--- config.mk ---
export PLATFORM = sky130hd
export DESIGN_NAME = contention_clkgen
export DESIGN_NICKNAME = d
export VERILOG_FILES = /design/src/rtl/contention_pkg.sv /design/src/rtl/cc_access_class.sv /design/src/rtl/cc_phase_gen.sv /design/src/rtl/cc_bus_owner.sv /design/src/rtl/contention_clkgen.sv
export SDC_FILE = /design/constraint.sdc
export NUM_CORES = 1
export LEC_CHECK = 0
export ABC_AREA = 1
export ABC_CLOCK_PERIOD_IN_PS = 1300
export BUFFER_PORTS_ARGS = -buffer_cell sky130_fd_sc_hd__buf_2
export CORE_MARGIN = 4
export CORE_UTILIZATION = 40
export CTS_CLUSTER_DIAMETER = 30
export DETAILED_ROUTE_END_ITERATION = 8
export GPL_ROUTABILITY_DRIVEN = 0
export GPL_TIMING_DRIVEN = 0
export PLACE_DENSITY = 0.63
export SKIP_CTS_REPAIR_TIMING = 1
export SKIP_LAST_GASP = 1
export SLEW_MARGIN = 20
export SYNTH_ARGS = -nofsm -noshare
export SYNTH_HDL_FRONTEND = slang
export SYNTH_SLANG_ARGS = --single-unit
export TNS_END_PERCENT = 100
--- constraint.sdc ---
create_clock -name clk -period 1.3 [get_ports clk]
set_input_delay 0.065 -clock clk [delete_from_list [all_inputs] [get_ports clk]]
set_output_delay 0.065 -clock clk [all_outputs]
set_load 0.005 [all_outputs]
--- src/rtl/contention_pkg.sv ---
package contention_pkg;

  typedef enum logic [1:0] {
    PH_LOW  = 2'd0,
    PH_HIGH = 2'd1,
    PH_HOLD = 2'd2
  } phase_e;

  typedef enum logic [1:0] {
    ACC_ROM         = 2'd0,
    ACC_RAM_SLOW    = 2'd1,
    ACC_RAM_BLOCKED = 2'd2
  } access_e;

  // Length of the high phase in master ticks for a given cycle kind.
  function automatic int unsigned high_ticks(input logic slow,
                                             input int unsigned fast_high,
                                             input int unsigned slow_extra);
    return slow ? (fast_high + slow_extra) : fast_high;
  endfunction

  // Classify the pending access from the decode, mode class and raster.
  function automatic access_e classify(input logic is_ram,
                                       input logic wide,
                                       input logic disp);
    if (!is_ram)        return ACC_ROM;
    else if (wide && disp) return ACC_RAM_BLOCKED;
    else                return ACC_RAM_SLOW;
  endfunction

endpackage

--- src/rtl/cc_access_class.sv ---
module cc_access_class
  import contention_pkg::*;
(
  input  logic    addr_is_ram,
  input  logic    wide_mode,
  input  logic    display_active,
  output access_e kind
);

  assign kind = classify(addr_is_ram, wide_mode, display_active);

  // ROM accesses never fall into a slow or blocked class
  always_comb begin
    if (!addr_is_ram)
      assert_rom_fast_R2: assert (kind == ACC_ROM);
  end

endmodule

--- src/rtl/cc_phase_gen.sv ---
module cc_phase_gen
  import contention_pkg::*;
#(
  parameter int unsigned LOW_TICKS  = 2,
  parameter int unsigned FAST_HIGH  = 2,
  parameter int unsigned SLOW_EXTRA = 4
) (
  input  logic    clk,
  input  logic    rst_n,
  input  access_e kind,
  input  logic    display_active,
  output logic    cpu_clk,
  output logic    slow_cycle,
  output logic    ev_freeze,
  output logic    ev_resume,
  output logic    ev_low_end,
  output logic    ev_high_end
);

  localparam int unsigned SLOW_HIGH = high_ticks(1'b1, FAST_HIGH, SLOW_EXTRA);
  localparam int unsigned MAX_TICKS = (SLOW_HIGH > LOW_TICKS) ? SLOW_HIGH : LOW_TICKS;
  localparam int unsigned CNT_W     = $clog2(MAX_TICKS) + 1;
  localparam logic [CNT_W-1:0] LOW_LAST  = CNT_W'(LOW_TICKS - 1);
  localparam logic [CNT_W-1:0] FAST_LAST = CNT_W'(FAST_HIGH - 1);
  localparam logic [CNT_W-1:0] SLOW_LAST = CNT_W'(SLOW_HIGH - 1);

  phase_e           phase_q;
  logic [CNT_W-1:0] cnt_q;
  logic             clk_q;
  logic             slow_q;
  logic [CNT_W-1:0] high_last;

  assign high_last   = slow_q ? SLOW_LAST : FAST_LAST;
  assign ev_low_end  = (phase_q == PH_LOW)  && (cnt_q == LOW_LAST);
  assign ev_high_end = (phase_q == PH_HIGH) && (cnt_q == high_last);
  assign ev_freeze   = ev_low_end && (kind == ACC_RAM_BLOCKED);
  assign ev_resume   = (phase_q == PH_HOLD) && !display_active;

  always_ff @(posedge clk) begin
    if (!rst_n) begin
      phase_q <= PH_LOW;
      cnt_q   <= '0;
      clk_q   <= 1'b0;
      slow_q  <= 1'b0;
    end else begin
      unique case (phase_q)
        PH_LOW: begin
          if (ev_freeze) begin
            phase_q <= PH_HOLD;
            slow_q  <= 1'b1;
          end else if (ev_low_end) begin
            phase_q <= PH_HIGH;
            clk_q   <= 1'b1;
            cnt_q   <= '0;
            slow_q  <= (kind != ACC_ROM);
          end else begin
            cnt_q <= cnt_q + 1'b1;
          end
        end
        PH_HOLD: begin
          if (ev_resume) begin
            phase_q <= PH_HIGH;
            clk_q   <= 1'b1;
            cnt_q   <= '0;
          end
        end
        PH_HIGH: begin
          if (ev_high_end) begin
            phase_q <= PH_LOW;
            clk_q   <= 1'b0;
            cnt_q   <= '0;
          end else begin
            cnt_q <= cnt_q + 1'b1;
          end
        end
        default: begin
          phase_q <= PH_LOW;
          cnt_q   <= '0;
          clk_q   <= 1'b0;
        end
      endcase
    end
  end

  assign cpu_clk    = clk_q;
  assign slow_cycle = slow_q;

  // the clock stays low for as long as a cycle is frozen
  assert_hold_low_R4: assert property (@(posedge clk) disable iff (!rst_n)
    (phase_q == PH_HOLD) |-> !cpu_clk);

  // a master edge that sees the display never starts a blocked high phase
  assert_no_rise_in_display_R4: assert property (@(posedge clk) disable iff (!rst_n)
    ((phase_q == PH_HOLD) && display_active) |=> !cpu_clk);

  // leaving the display releases a frozen cycle on the next edge as a slow cycle
  assert_resume_R5: assert property (@(posedge clk) disable iff (!rst_n)
    ev_resume |=> (cpu_clk && slow_cycle));

  // no high phase ends before its full length
  assert_no_runt_high_R7: assert property (@(posedge clk) disable iff (!rst_n)
    ((phase_q == PH_HIGH) && !ev_high_end) |=> cpu_clk);

  // every low phase lasts at least its nominal length
  assert_no_runt_low_R7: assert property (@(posedge clk) disable iff (!rst_n)
    ((phase_q == PH_LOW) && !ev_low_end) |=> !cpu_clk);

endmodule

--- src/rtl/cc_bus_owner.sv ---
module cc_bus_owner (
  input  logic display_active,
  input  logic cpu_clk,
  input  logic slow_cycle,
  output logic video_owns_ram
);

  logic cpu_on_ram;

  assign cpu_on_ram     = cpu_clk && slow_cycle;
  assign video_owns_ram = display_active && !cpu_on_ram;

  // ownership is never granted outside the active display
  always_comb begin
    if (!display_active)
      assert_owner_border_R8: assert (!video_owns_ram);
  end

endmodule

--- src/rtl/contention_clkgen.sv ---
module contention_clkgen
  import contention_pkg::*;
#(
  parameter int unsigned LOW_TICKS  = 2,
  parameter int unsigned FAST_HIGH  = 2,
  parameter int unsigned SLOW_EXTRA = 4
) (
  input  logic clk,
  input  logic rst_n,
  input  logic addr_is_ram,
  input  logic wide_mode,
  input  logic display_active,
  output logic cpu_clk,
  output logic video_owns_ram
);

  access_e kind;
  logic    slow_cycle;
  logic    ev_freeze;
  logic    ev_resume;
  logic    ev_low_end;
  logic    ev_high_end;

  cc_access_class u_class (
    .addr_is_ram    (addr_is_ram),
    .wide_mode      (wide_mode),
    .display_active (display_active),
    .kind           (kind)
  );

  cc_phase_gen #(
    .LOW_TICKS  (LOW_TICKS),
    .FAST_HIGH  (FAST_HIGH),
    .SLOW_EXTRA (SLOW_EXTRA)
  ) u_phase (
    .clk            (clk),
    .rst_n          (rst_n),
    .kind           (kind),
    .display_active (display_active),
    .cpu_clk        (cpu_clk),
    .slow_cycle     (slow_cycle),
    .ev_freeze      (ev_freeze),
    .ev_resume      (ev_resume),
    .ev_low_end     (ev_low_end),
    .ev_high_end    (ev_high_end)
  );

  cc_bus_owner u_owner (
    .display_active (display_active),
    .cpu_clk        (cpu_clk),
    .slow_cycle     (slow_cycle),
    .video_owns_ram (video_owns_ram)
  );

  // the processor clock is parked low while in reset
  assert_reset_low_R1: assert property (@(posedge clk)
    !rst_n |=> (!rst_n -> !cpu_clk));

  // a ROM cycle that starts its high phase is a full-rate cycle
  assert_rom_rate_R2: assert property (@(posedge clk) disable iff (!rst_n)
    (ev_low_end && !addr_is_ram) |=> (cpu_clk && !slow_cycle));

  // a narrow-mode RAM cycle starts a stretched high phase
  assert_ram_narrow_R3: assert property (@(posedge clk) disable iff (!rst_n)
    (ev_low_end && addr_is_ram && !wide_mode) |=> (cpu_clk && slow_cycle));

  // in the border a wide-mode RAM cycle is never frozen
  assert_border_slow_R6: assert property (@(posedge clk) disable iff (!rst_n)
    (ev_low_end && addr_is_ram && wide_mode && !display_active) |=> (cpu_clk && slow_cycle));

endmodule

# Word-level counts from Yosys, hierarchy flattened
# Index checks and enable logic that the tools add are counted.
# word_totals
elab_cells,51
out_inout_bits,2
regBits,8
inputBits,5
# classes
n_reduce_logical,16
n_addsub,1
mux,20
n_eq_ne,10
# op_table
cell,n
$mux W4,4
$mux W2,6
$pmux W4 S3,1
$logic_and A1 B1 Y1,7
$mux W1,6
$ne A2 B2 Y1 const B,3
$pmux W2 S3,1
$add A4 B1 Y4 const B,1
$eq A2 B2 Y1 const B,2
$eq A4 B1 Y1 const B,1
$eq A4 B4 Y1,1
$reduce_and A2 Y1,2
$reduce_and A4 Y1,1
$reduce_bool A2 Y1,2
$mux W3,1
$ne A3 B2 Y1 const B,1
$pmux W1 S3,1
$reduce_and A3 Y1,1
$eq A2 B1 Y1 const B,1
$logic_not A1 Y1,2
$logic_not A2 Y1,1
$ne A2 B1 Y1 const B,1

# Longest topological paths before layout
# Gate-level depths: netlist of run 1.
# depth
word_depth,7
depth_mapped,9

# Hierarchy
# A second synthesis of run 1 with hierarchy kept.
# unflattened
hier_cells,82
area_unflattened_um2,544.3
# by_module_without_submodules
module,area_per_inst_um2,seq_area_each_um2,instances,cells_each
cc_phase_gen,515.5,160.2,1,76
cc_access_class,16.3,0.0,1,4
cc_bus_owner,12.5,0.0,1,2

# Least setup slack after synthesis of run 1
# No wires, ideal clock.
# synth_path
path_type,flip-flop to flip-flop
from,register u_phase.cnt_q[0]
to,register u_phase.phase_q[0]
path_slack_ps,115
path_stages_with_launch,9
t_required_ps,1185
t_arrival_ps,1070
cell_sequence,dfxtp_1 -> ha_1 -> inv_1 -> nor2_2 -> nand3_2 -> nand2_2 -> nand2_1 -> nand3_1 -> nor2_1
# synth_via
elab_chain_cells,5
elab_cells_between_ends,10
cone_classes,4 x eq/ne; 2 x mux; 4 x reduce/logical
# synth_lines
element,line,source
start: declaration,cc_phase_gen.sv:28,logic [CNT_W-1:0] cnt_q;
start signal: assignment,cc_phase_gen.sv:57,cnt_q <= cnt_q + 1'b1;
start signal: assignment,cc_phase_gen.sv:73,cnt_q <= cnt_q + 1'b1;
$eq A4 B1 Y1,cc_phase_gen.sv:34,assign ev_low_end = (phase_q == PH_LOW) && (cnt_q == LOW_LAST);
$logic_and A1 B1 Y1,cc_phase_gen.sv:34,
$logic_and A1 B1 Y1,cc_phase_gen.sv:36,assign ev_freeze = ev_low_end && (kind == ACC_RAM_BLOCKED);
$ne A3 B2 Y1 (no line) / $mux W2 (equally long branches),-,
$reduce_and A3 Y1 (no line) / $pmux W2 S3 (equally long branches),-,
end signal: assignment,cc_phase_gen.sv:41,phase_q <= PH_LOW;
end signal: assignment,cc_phase_gen.sv:49,phase_q <= PH_HOLD;
end signal: assignment,cc_phase_gen.sv:52,phase_q <= PH_HIGH;
end: declaration,cc_phase_gen.sv:27,phase_e phase_q;
# Several ways; a longest one is shown, not always the timed one.
# A chain may end at the register's enable or synchronous reset.

# Worst setup path in the final report of run 1
# layout_path
from,register u_phase.cnt_q[1]
to,register u_phase.phase_q[0]
# Same word-level chain as after synthesis.

==> metrics.txt, run 1 <==
outcome finished clean; pre-CTS setup slack -0.00996 ns; vias in the first global route between 400 and 500; Final setup violation count 0; hold path endpoint u_phase.cpu_clk$_SDFFE_PN0P_; CP required ~1.5 ns; final hold vios 0; measured slew at the worst slew-check pin ~0.23 ns; NumNets Final 98; row count 13; Seq/Total Area, Yosys between 20 and 30%; I/O pin total 7; H-tree depth reported by CTS 1; Net Count, Synth 86; largest net degree at the start of global routing 10; initial DRC count 11; PD cells ~1400 nW/um2; Die Wd 45.0 um; critical path arrival 1.39 ns; Crit Path Category reg -> reg; # diodes 0; routed wl met3 approximately 48 um; drt wl/cell between 10 and 15 um; Syn Area/Cell 6.94 um2; Post-Syn Area between 500 and 600 um2; Yosys reg bits 8; FILL cells 134; CTS tree yes; Routed Wire Length 1.14 mm; Crit. End Element flip-flop; met1 wire length a little over 500 um; Crit Reg-Reg Endpoint u_phase.phase_q[0]$_SDFFE_PN0P_; CTS root buffer clkbuf_4; critical hold path startpoint rst_n; Max Clk Rate between 0.8 and 0.9 GHz; Final min period between 1 and 1.5 ns; Hold WS roughly 0.055 ns; clock sinks 8; worst rel slew slack 84.5%; Die ar. roughly 2000 um2; Mapped Cells 79; initial antenna violation count 0; Peak VDD IR 0.000583 V; startpoint class of the critical path flip-flop; Worst Hold Class in -> reg; number of cells on the worst reg-to-reg path 9; top-area cell type share of the netlist area around 29%; clk slew on worst S/H paths around 0.06 ns; DR vias/cell 5.10; Ys Warns 0; clk_skew around 0.0011 ns; worst skew pair latency roughly 0.26 ns; Core Footprint 1300 um2; period utilisation layout between 90% and 100%; DR top layer met4; router iterations before antenna repair 4; Hold Path Depth 3; Final WS setup 0.0582 ns; R2R setup slack between 0.05 and 0.06 ns; area delta synth->final 19.9%; Area contributors post-synth dfxtp_1, nand2_1, nand3_2; first-pass GRT wire length 1.89 mm; Port Buffer Count 6; routed via count 530; DR DRC count 0; fin util 50.5%; Lkg Pwr ~0.28 nW; post-DP HPWL 798 um; Worst R2R Start u_phase.cnt_q[1]$_SDFFE_PN0P_; Die Y 45.0 um; Yosys cell types 19; total CTS buffers 3; Antenna Violating Nets Remaining 0; Starting Density 42.1%; Routed met2 length 557 um; RSZ-0062 raised after global routing yes; CP Launch Point u_phase.cnt_q[1]$_SDFFE_PN0P_; Max clock buf depth 2; CP Max Fanout 4; max_cap viols 0; Pins Over Slew Limit 0; area leader, netlist dfxtp_1; GR Overflow Total 0; share of cells above drive strength 1 around two fifths; Total Routing Usage GR 13.0%
[critical path, stage by stage, from the launching register on]
cell	delay, ns
dfxtp_4	0.35
inv_2	0.06
ha_4	0.13
inv_1	0.04
nor2_2	0.13
nand3_2	0.13
nand2_2	0.11
nand2_2	0.07
nand3_2	0.07
nor2_1	0.04
[metal layers]
| metal | GRT usage (%) | vias to the layer above |
|---|---|---|
| met2 | 17.5 | 14 |
| met5 | 0 | - |
| met3 | 3.98 | 4 |
| met4 | 9.36 | 0 |
| met1 | 17.3 | 237 |
| li1 | - | 275 |
[synthesized netlist by cell type, drive strengths merged]
library cell  number
nand3b             3
a21boi             1
a21oi              8
o21ai              2
ha                 2
inv               12
nand4              2
dfxtp              8
nand3             11
clkinv             1
nand2             19
buf                1
nor2               9
[kinds of logic (layout without fill, tap and decap cells)]
| group | after synthesis | in the layout | share of synthesized area [%] |
|---|---|---|---|
| DFF | 8 | 8 | 29.2 |
| buffers and inverters | 14 | 24 | 11.9 |
| and+or+nand+nor | 44 | 44 | 42.5 |
| AOI/OAI and AO/OA | 11 | 11 | 11.9 |
| adders and majority gates | 2 | 2 | 4.57 |
[cell type report]
class,instances,area [um2],area share (%)
multi-input cells,57,345,52.6
flip-flops and latches,8,168,25.5
inverters,13,53.8,8.19
repair buffers,7,37.5,5.71
clock buffers,3,22.5,3.43
well taps,15,18.8,2.86
plain buffers,1,11.3,1.71
[how the worst max path moves through the flow]
stage,end,slack [ns]
after CTS,u_phase.phase_q[0]$_SDFFE_PN0P_,-0.03
after global routing,u_phase.cpu_clk$_SDFFE_PN0P_,-0.03
after floorplan,u_phase.phase_q[0]$_SDFFE_PN0P_,0.12
final,u_phase.phase_q[0]$_SDFFE_PN0P_,0.06
after detailed placement,u_phase.phase_q[0]$_SDFFE_PN0P_,-0.01
after global placement,u_phase.phase_q[0]$_SDFFE_PN0P_,-0.01
[report_power, final]
group	total [mW]	switching [mW]	internal [mW]
clock network	0.197	0.0906	0.106
registers	0.348	0.0524	0.296
logic	0.347	0.197	0.150
[cell usage in the layout, fill, tap and decap left out, drive strengths merged]
cell type / count
nor2: 9
nand3: 11
buf: 8
ha: 2
clkinv: 1
clkbuf: 3
nand3b: 3
nand2: 19
inv: 12
a21boi: 1
o21ai: 2
a21oi: 8
nand4: 2
dfxtp: 8
[flip-flops by register name, indices dropped and copies added, names as in the netlist]
| name | count |
|---|---|
| u_phase.slow_cycle | 1 |
| u_phase.cnt_q | 4 |
| u_phase.phase_q | 2 |
| u_phase.cpu_clk | 1 |
[through the flow]
stage | power [mW] | std cells | area (um2) | TNS [ns]
floorplan | 0.579 | 79 | 548 | 0
finish | 0.892 | 104 | 657 | 0
detailed placement | 0.647 | 100 | 597 | -0.0130
CTS | 0.849 | 103 | 619 | -0.0511
global placement | 0.645 | 100 | 597 | -0.0169
global route | 0.969 | 104 | 657 | -0.0630
No activity file was read; power rests on OpenSTA's default activity.
==> inputs of run 2 (changes only) <==
--- a/config.mk
+++ b/config.mk
@@ -5,16 +5,16 @@
 export SDC_FILE = /design/constraint.sdc
 export NUM_CORES = 1
 export LEC_CHECK = 0
-export ABC_AREA = 1
+export ABC_AREA = 0
 export ABC_CLOCK_PERIOD_IN_PS = 1300
 export BUFFER_PORTS_ARGS = -buffer_cell sky130_fd_sc_hd__buf_2
-export CORE_MARGIN = 4
-export CORE_UTILIZATION = 40
+export CORE_AREA = 4 4 41 43
 export CTS_CLUSTER_DIAMETER = 30
 export DETAILED_ROUTE_END_ITERATION = 8
+export DIE_AREA = 0 0 45 47
 export GPL_ROUTABILITY_DRIVEN = 0
 export GPL_TIMING_DRIVEN = 0
-export PLACE_DENSITY = 0.63
+export PLACE_DENSITY = 0.56
 export SKIP_CTS_REPAIR_TIMING = 1
 export SKIP_LAST_GASP = 1
 export SLEW_MARGIN = 20
==> metrics.txt, run 2 <==
clk slew on worst S/H paths 0.05 ns (was 0.06 ns); Port Buffer Count 6 (unchanged); number of enable flip-flop cells after synthesis 0 (unchanged); FILL cells 143 (was 134); worst skew pair latency 0.25 ns (was 0.26 ns); Crit Path Category reg -> reg (unchanged); Post-synth top cells dfxtp_1, inv_1, a21oi_1 (was nand2_1, inv_1, dfxtp_1); post-DP HPWL 689 um (was 798 um); Final min period 1.41 ns (was 1.24 ns); NumNets Final 67 (was 98); Regs by FF count u_phase.cnt_q (4), u_phase.phase_q (2) (unchanged); Final WS setup -0.107 ns (was 0.0582 ns); # diodes 0 (unchanged); CTS root buffer clkbuf_4 (unchanged); share of cells above drive strength 1 46.6% (was 38.2%); Final setup violation count 6 (was 0); Core Footprint 1300 um2 (unchanged); router iterations before antenna repair 4 (unchanged); Lkg Pwr 0.256 nW (was 0.282 nW); Top reg by flops u_phase.cnt_q (unchanged); slowest stage delay, CP 0.42 ns (was 0.35 ns); Total Routing Usage GR 10.1% (was 13.0%); area leader, netlist dfxtp_1 (unchanged); Synth Flop Type dfxtp_1 (unchanged); Die ar. 2120 um2 (was 2030 um2); Die Wd 45 um (was 45.0 um); multiplexer share of the synthesized area 6.91% (was 0%); Final Instance Area 592 um2 (was 657 um2); top-area cell type share of the netlist area 35.4% (was 29.2%); CP max stage cell o311a_4 (was dfxtp_4); Peak VDD IR 0.000701 V (was 0.000583 V); CP cell instances inv_2 -> ha_4 -> nand2b_4 -> o311a_4 -> mux2_2 (was inv_2 -> ha_4 -> inv_1 -> nor2_2 -> nand3_2 -> nand2_2 -> nand2_2 -> nand3_2 -> nor2_1); ys async rst share 0% (unchanged); I/O pin total 7 (unchanged); CP top delay family compound AO/OA/AOI/OAI gates (was simple AND/OR/NAND/NOR gates); routed via count 384 (was 530); Seq/Total Area, Yosys 35.4% (was 29.2%); CTS tree yes (unchanged); measured slew at the worst slew-check pin 0.393 ns (was 0.232 ns); commonest non-fill, non-tap cell in the layout buf_2 (was nand2_1); Mapped Cells 44 (was 79); row count 13 (unchanged); Die Y 47 um (was 45.0 um); Crit. End Element flip-flop (unchanged); failing checks negative setup slack; Max clock buf depth 2 (unchanged); RSZ-0062 raised after global routing yes (unchanged); Syn Area/Cell 10.3 um2 (was 6.94 um2); Placed Area 526 um2 (was 597 um2); largest family of logic cells by synthesized area compound AO/OA/AOI/OAI gates (was simple AND/OR/NAND/NOR gates); PD cells 1440 nW/um2 (was 1360 nW/um2); Net Count, Synth 51 (was 86); GR Overflow Total 0 (unchanged); Yosys reg bits 8 (unchanged); CP Max Fanout 7 (was 4); DR DRC count 0 (unchanged); CP Launch Point u_phase.cnt_q[1]$_SDFFE_PN0P_ (unchanged); initial DRC count 12 (was 11); placed cells 65 (was 100); Post-Syn Area 453 um2 (was 548 um2); startpoint class of the critical path flip-flop (unchanged); Synth Area in XOR/XNOR 1.93% (was 0%); critical hold path startpoint addr_is_ram (was rst_n); initial antenna violation count 0 (unchanged); Yosys cell types 24 (was 19); Antenna Violating Nets Remaining 0 (unchanged); final hold vios 0 (unchanged); H-tree depth reported by CTS 1 (unchanged); Synth Area in Compound Gates 26.2% (was 11.9%); total CTS buffers 3 (unchanged); clk_skew 0.00760 ns (was 0.00108 ns); DR vias/cell 5.26 (was 5.10); WP buf/inv 1 (was 2); Max Clk Rate 0.711 GHz (was 0.805 GHz); Post-Synth Adder-Cell Area 5.52% (was 4.57%); Worst R2R Start u_phase.cnt_q[1]$_SDFFE_PN0P_ (unchanged); Crit Reg-Reg Endpoint u_phase.cnt_q[0]$_SDFFE_PN0P_ (was u_phase.phase_q[0]$_SDFFE_PN0P_); Area contributors post-synth dfxtp_1, o41ai_4, ha_1 (was dfxtp_1, nand2_1, nand3_2); Finished Layout Cells 73 (was 104); Ys Warns 0 (unchanged); Starting Density 34.8% (was 42.1%); CP required 1.43 ns (was 1.45 ns); max_cap viols 0 (unchanged); hold path endpoint u_phase.slow_cycle$_SDFFE_PN0P_ (was u_phase.cpu_clk$_SDFFE_PN0P_); area delta synth->final 30.7% (was 19.9%); clock sinks 8 (unchanged); Worst Hold Class in -> reg (unchanged); worst rel slew slack 73.7% (was 84.5%); total chip power 0.850 mW (was 0.892 mW); R2R setup slack -0.11 ns (was 0.06 ns); largest net degree at the start of global routing 9 (was 10); Pins Over Slew Limit 0 (unchanged); first-pass GRT wire length 1.41 mm (was 1.89 mm); vias in the first global route 321 (was 478); drt wl/cell 12.7 um (was 10.9 um); most frequent cell after synthesis dfxtp_1 (was nand2_1); outcome complete, but fails checks (was finished clean); Routed Wire Length 926 um (was 1.14 mm); critical path arrival 1.54 ns (was 1.39 ns); Synth Area in Simple Gates 16.6% (was 42.5%); number of cells on the worst reg-to-reg path 5 (was 9); period utilisation layout 108% (was 95.5%); most frequent cells in the layout buf_2, inv_1, buf_4, dfxtp_1, clkbuf_4 (was nand2_1, inv_1); Hold Path Depth 3 (unchanged); Largest register FFs 4 (unchanged); fin util 45.5% (was 50.5%)
run 2: kinds of logic (layout without fill, tap and decap cells):
| family | after synthesis | after routing |
|---|---|---|
| DFF | 8 | 8 |
| muxes | 3 | 3 |
| AOI/OAI and AO/OA | 11 | 11 |
| adders and majority gates | 2 | 2 |
| buffers and inverters | 7 | 21 |
| and+or+nand+nor | 12 | 12 |
| xor gates and xnor gates | 1 | 1 |
run 2: through the flow:
step                      setup WS [ns]  setup TNS [ns]  hold slack, ns
after floorplan                 -0.0600          -0.114           0.200
after global placement           -0.108          -0.427           0.343
after detailed placement         -0.110          -0.460           0.347
after CTS                        -0.127          -0.547          0.0800
after global routing             -0.141          -0.778           0.107
final                            -0.107          -0.432          0.0874
run 2: per-layer routing:
| metal | track usage [%] | share of wire, % | vias to the layer above |
|---|---|---|---|
| met5 | 0 | 0 | - |
| met4 | 3.51 | 0 | 0 |
| met2 | 13.8 | 45 | 17 |
| met1 | 12.6 | 46 | 173 |
| met3 | 6.90 | 8.9 | 0 |
| li1 | - | - | 194 |
run 2: tightest hold or removal path, cell delays in order:
cell	delay [ns]
buf_2	0.10
mux2i_1	0.07
nor2_1	0.07
run 2: final cells by class:
cell class | count | area, um2 | area share, %
well taps | 15 | 18.8 | 3.17
flip-flops and latches | 8 | 166 | 28.1
multi-input cells | 29 | 283 | 47.8
plain buffers | 1 | 11.3 | 1.90
repair buffers | 11 | 67.6 | 11.4
inverters | 6 | 22.5 | 3.81
clock buffers | 3 | 22.5 | 3.81
run 2: how the worst max path moves through the flow:
stage,to,slack [ns],cells past startpoint
after floorplan,u_phase.cnt_q[0]$_SDFFE_PN0P_,-0.06,4
after global placement,u_phase.cnt_q[0]$_SDFFE_PN0P_,-0.11,4
after detailed placement,u_phase.cnt_q[0]$_SDFFE_PN0P_,-0.11,4
after CTS,u_phase.cnt_q[0]$_SDFFE_PN0P_,-0.13,4
after global routing,u_phase.cnt_q[0]$_SDFFE_PN0P_,-0.14,5
final,u_phase.cnt_q[0]$_SDFFE_PN0P_,-0.11,5
run 2: power breakdown:
| group | switching [mW] | internal (mW) |
|---|---|---|
| registers | 0.0600 | 0.306 |
| clock network | 0.0774 | 0.105 |
| logic | 0.130 | 0.172 |
| total | 0.267 | 0.582 |
==> inputs of run 3 (changes only) <==
--- a/config.mk
+++ b/config.mk
@@ -6,7 +6,7 @@
 export NUM_CORES = 1
 export LEC_CHECK = 0
 export ABC_AREA = 0
-export ABC_CLOCK_PERIOD_IN_PS = 1300
+export ABC_CLOCK_PERIOD_IN_PS = 1700
 export BUFFER_PORTS_ARGS = -buffer_cell sky130_fd_sc_hd__buf_2
 export CORE_AREA = 4 4 41 43
 export CTS_CLUSTER_DIAMETER = 30
@@ -14,7 +14,7 @@
 export DIE_AREA = 0 0 45 47
 export GPL_ROUTABILITY_DRIVEN = 0
 export GPL_TIMING_DRIVEN = 0
-export PLACE_DENSITY = 0.56
+export PLACE_DENSITY = 0.54
 export SKIP_CTS_REPAIR_TIMING = 1
 export SKIP_LAST_GASP = 1
 export SLEW_MARGIN = 20
==> constraint.sdc (replaced) <==
create_clock -name clk -period 1.7 [get_ports clk]
set_input_delay 0.085 -clock clk [delete_from_list [all_inputs] [get_ports clk]]
set_output_delay 0.085 -clock clk [all_outputs]
set_load 0.005 [all_outputs]
==> metrics.txt, run 3 (synthesis results as in run 2) <==
Top reg by flops u_phase.cnt_q (unchanged); critical path arrival 1.69 ns (was 1.54 ns); commonest non-fill, non-tap cell in the layout dfxtp_1 (was buf_2); period utilisation layout 90.9% (was 108%); Die Y 47 um (unchanged); Crit. End Element flip-flop (unchanged); initial DRC count 1 (was 12); pre-CTS setup slack 0.139 ns (was -0.110 ns); Routed Wire Length 804 um (was 926 um); worst rel slew slack 75.8% (was 73.7%); router iterations before antenna repair 2 (was 4); R2R setup slack 0.16 ns (was -0.11 ns); CP Max Fanout 5 (was 7); CTS root buffer clkbuf_4 (unchanged); NumNets Final 62 (was 67); drt wl/cell 11.8 um (was 12.7 um); DR DRC count 0 (unchanged); H-tree depth reported by CTS 1 (unchanged); first-pass GRT wire length 1.48 mm (was 1.41 mm); Pins Over Slew Limit 0 (unchanged); area delta synth->final 15.7% (was 30.7%); final hold vios 0 (unchanged); Final min period 1.54 ns (was 1.41 ns); Lkg Pwr 0.225 nW (was 0.256 nW); vias in the first global route 339 (was 321); Max clock buf depth 2 (unchanged); # diodes 0 (unchanged); max_cap viols 0 (unchanged); TNS Setup 0 ns (was -0.432 ns); routed via count 343 (was 384); Die ar. 2120 um2 (unchanged); Crit Path Category reg -> reg (unchanged); outcome finished clean (was complete, but fails checks); Die Wd 45 um (unchanged); worst skew pair latency 0.25 ns (about the same); I/O pin total 7 (unchanged); most frequent cells in the layout dfxtp_1, inv_1, buf_2 (was buf_2, inv_1, buf_4, dfxtp_1, clkbuf_4); RSZ-0062 raised after global routing no (was yes); Largest register FFs 4 (unchanged); clock sinks 8 (unchanged); post-DP HPWL 613 um (was 689 um); Final WS setup 0.155 ns (was -0.107 ns); Antenna Violating Nets Remaining 0 (unchanged); CTS tree yes (unchanged); Hold Path Depth 3 (unchanged); row count 13 (unchanged); Regs by FF count u_phase.cnt_q (4), u_phase.phase_q (2) (unchanged); clk_skew 0.00312 ns (was 0.00760 ns); Core Footprint 1300 um2 (unchanged); clk slew on worst S/H paths 0.05 ns (about the same); Hold WS 0.111 ns (was 0.0874 ns); DR vias/cell 5.04 (was 5.26); Worst Hold Class in -> reg (unchanged); Peak VDD IR 0.000455 V (was 0.000701 V); total CTS buffers 3 (unchanged); Final setup violation count 0 (was 6); initial antenna violation count 0 (unchanged); share of cells above drive strength 1 28.3% (was 46.6%); CP required 1.84 ns (was 1.43 ns); PD cells 1130 nW/um2 (was 1440 nW/um2); startpoint class of the critical path flip-flop (unchanged); Port Buffer Count 6 (unchanged); largest net degree at the start of global routing 9 (unchanged); number of cells on the worst reg-to-reg path 6 (was 5); Total Routing Usage GR 9.83% (was 10.1%); GR Overflow Total 0 (unchanged); Max Clk Rate 0.647 GHz (was 0.711 GHz); Starting Density 34.8% (unchanged); measured slew at the worst slew-check pin 0.362 ns (was 0.393 ns)
-- run 3: cell types whose count changed in the layout (fill, tap and decap cells not counted), sizes merged --
| cell | delta |
|---|---|
| buf | -5 |
-- run 3: area by class of cell --
class / count / area, um2
inverter: 6 / 22.5
tap: 15 / 18.8
multi-input combinational: 29 / 259
sequential: 8 / 160
timing repair buffer: 6 / 30.0
buffer: 1 / 11.3
fill: 145 / 777
clock buffer: 3 / 22.5
-- run 3: power breakdown --
| group | total, mW | switching, mW | leakage (nW) | internal [mW] |
|---|---|---|---|---|
| clock | 0.144 | 0.0630 | 0.0138 | 0.0807 |
| sequential | 0.270 | 0.0423 | 0.0655 | 0.228 |
| combinational | 0.178 | 0.0814 | 0.146 | 0.0965 |
-- run 3: path summary, 6_finish.rpt --
check | start | endpoint
worst min register to register | u_phase.cnt_q[3]$_SDFFE_PN0P_ | u_phase.cnt_q[3]$_SDFFE_PN0P_
worst min-delay path | addr_is_ram | u_phase.slow_cycle$_SDFFE_PN0P_
worst max register to register | u_phase.cnt_q[1]$_SDFFE_PN0P_ | u_phase.cpu_clk$_SDFFE_PN0P_
worst max-delay path | u_phase.cnt_q[1]$_SDFFE_PN0P_ | u_phase.cpu_clk$_SDFFE_PN0P_
-- run 3: metrics by stage --
| stage | total power [mW] | cell area, um2 | util [%] | std cells |
|---|---|---|---|---|
| final | 0.592 | 524 | 40.3 | 68 |
| after global routing | 0.643 | 524 | 40.3 | 68 |
| after CTS | 0.603 | 524 | 40.3 | 68 |
| after detailed placement | 0.455 | 502 | 38.6 | 65 |
| after global placement | 0.456 | 502 | 38.6 | 65 |
| after floorplan | 0.405 | 453 | - | 44 |
-- run 3: worst max-delay path, stage by stage (launching register included) --
cell	delay [ns]
dfxtp_1	0.37
inv_1	0.06
ha_1	0.17
nand2b_1	0.21
nor3b_1	0.09
o22a_1	0.22
o32a_1	0.32
-- run 3: per-layer routing --
metal / up-vias / GRT usage (%) / wire (um)
met2: 10 / 13.3 / 324
met5: - / 0 / 0
met4: 0 / 5.26 / 0
met3: 0 / 4.60 / 71
met1: 150 / 12.8 / 409
li1: 183 / - / -
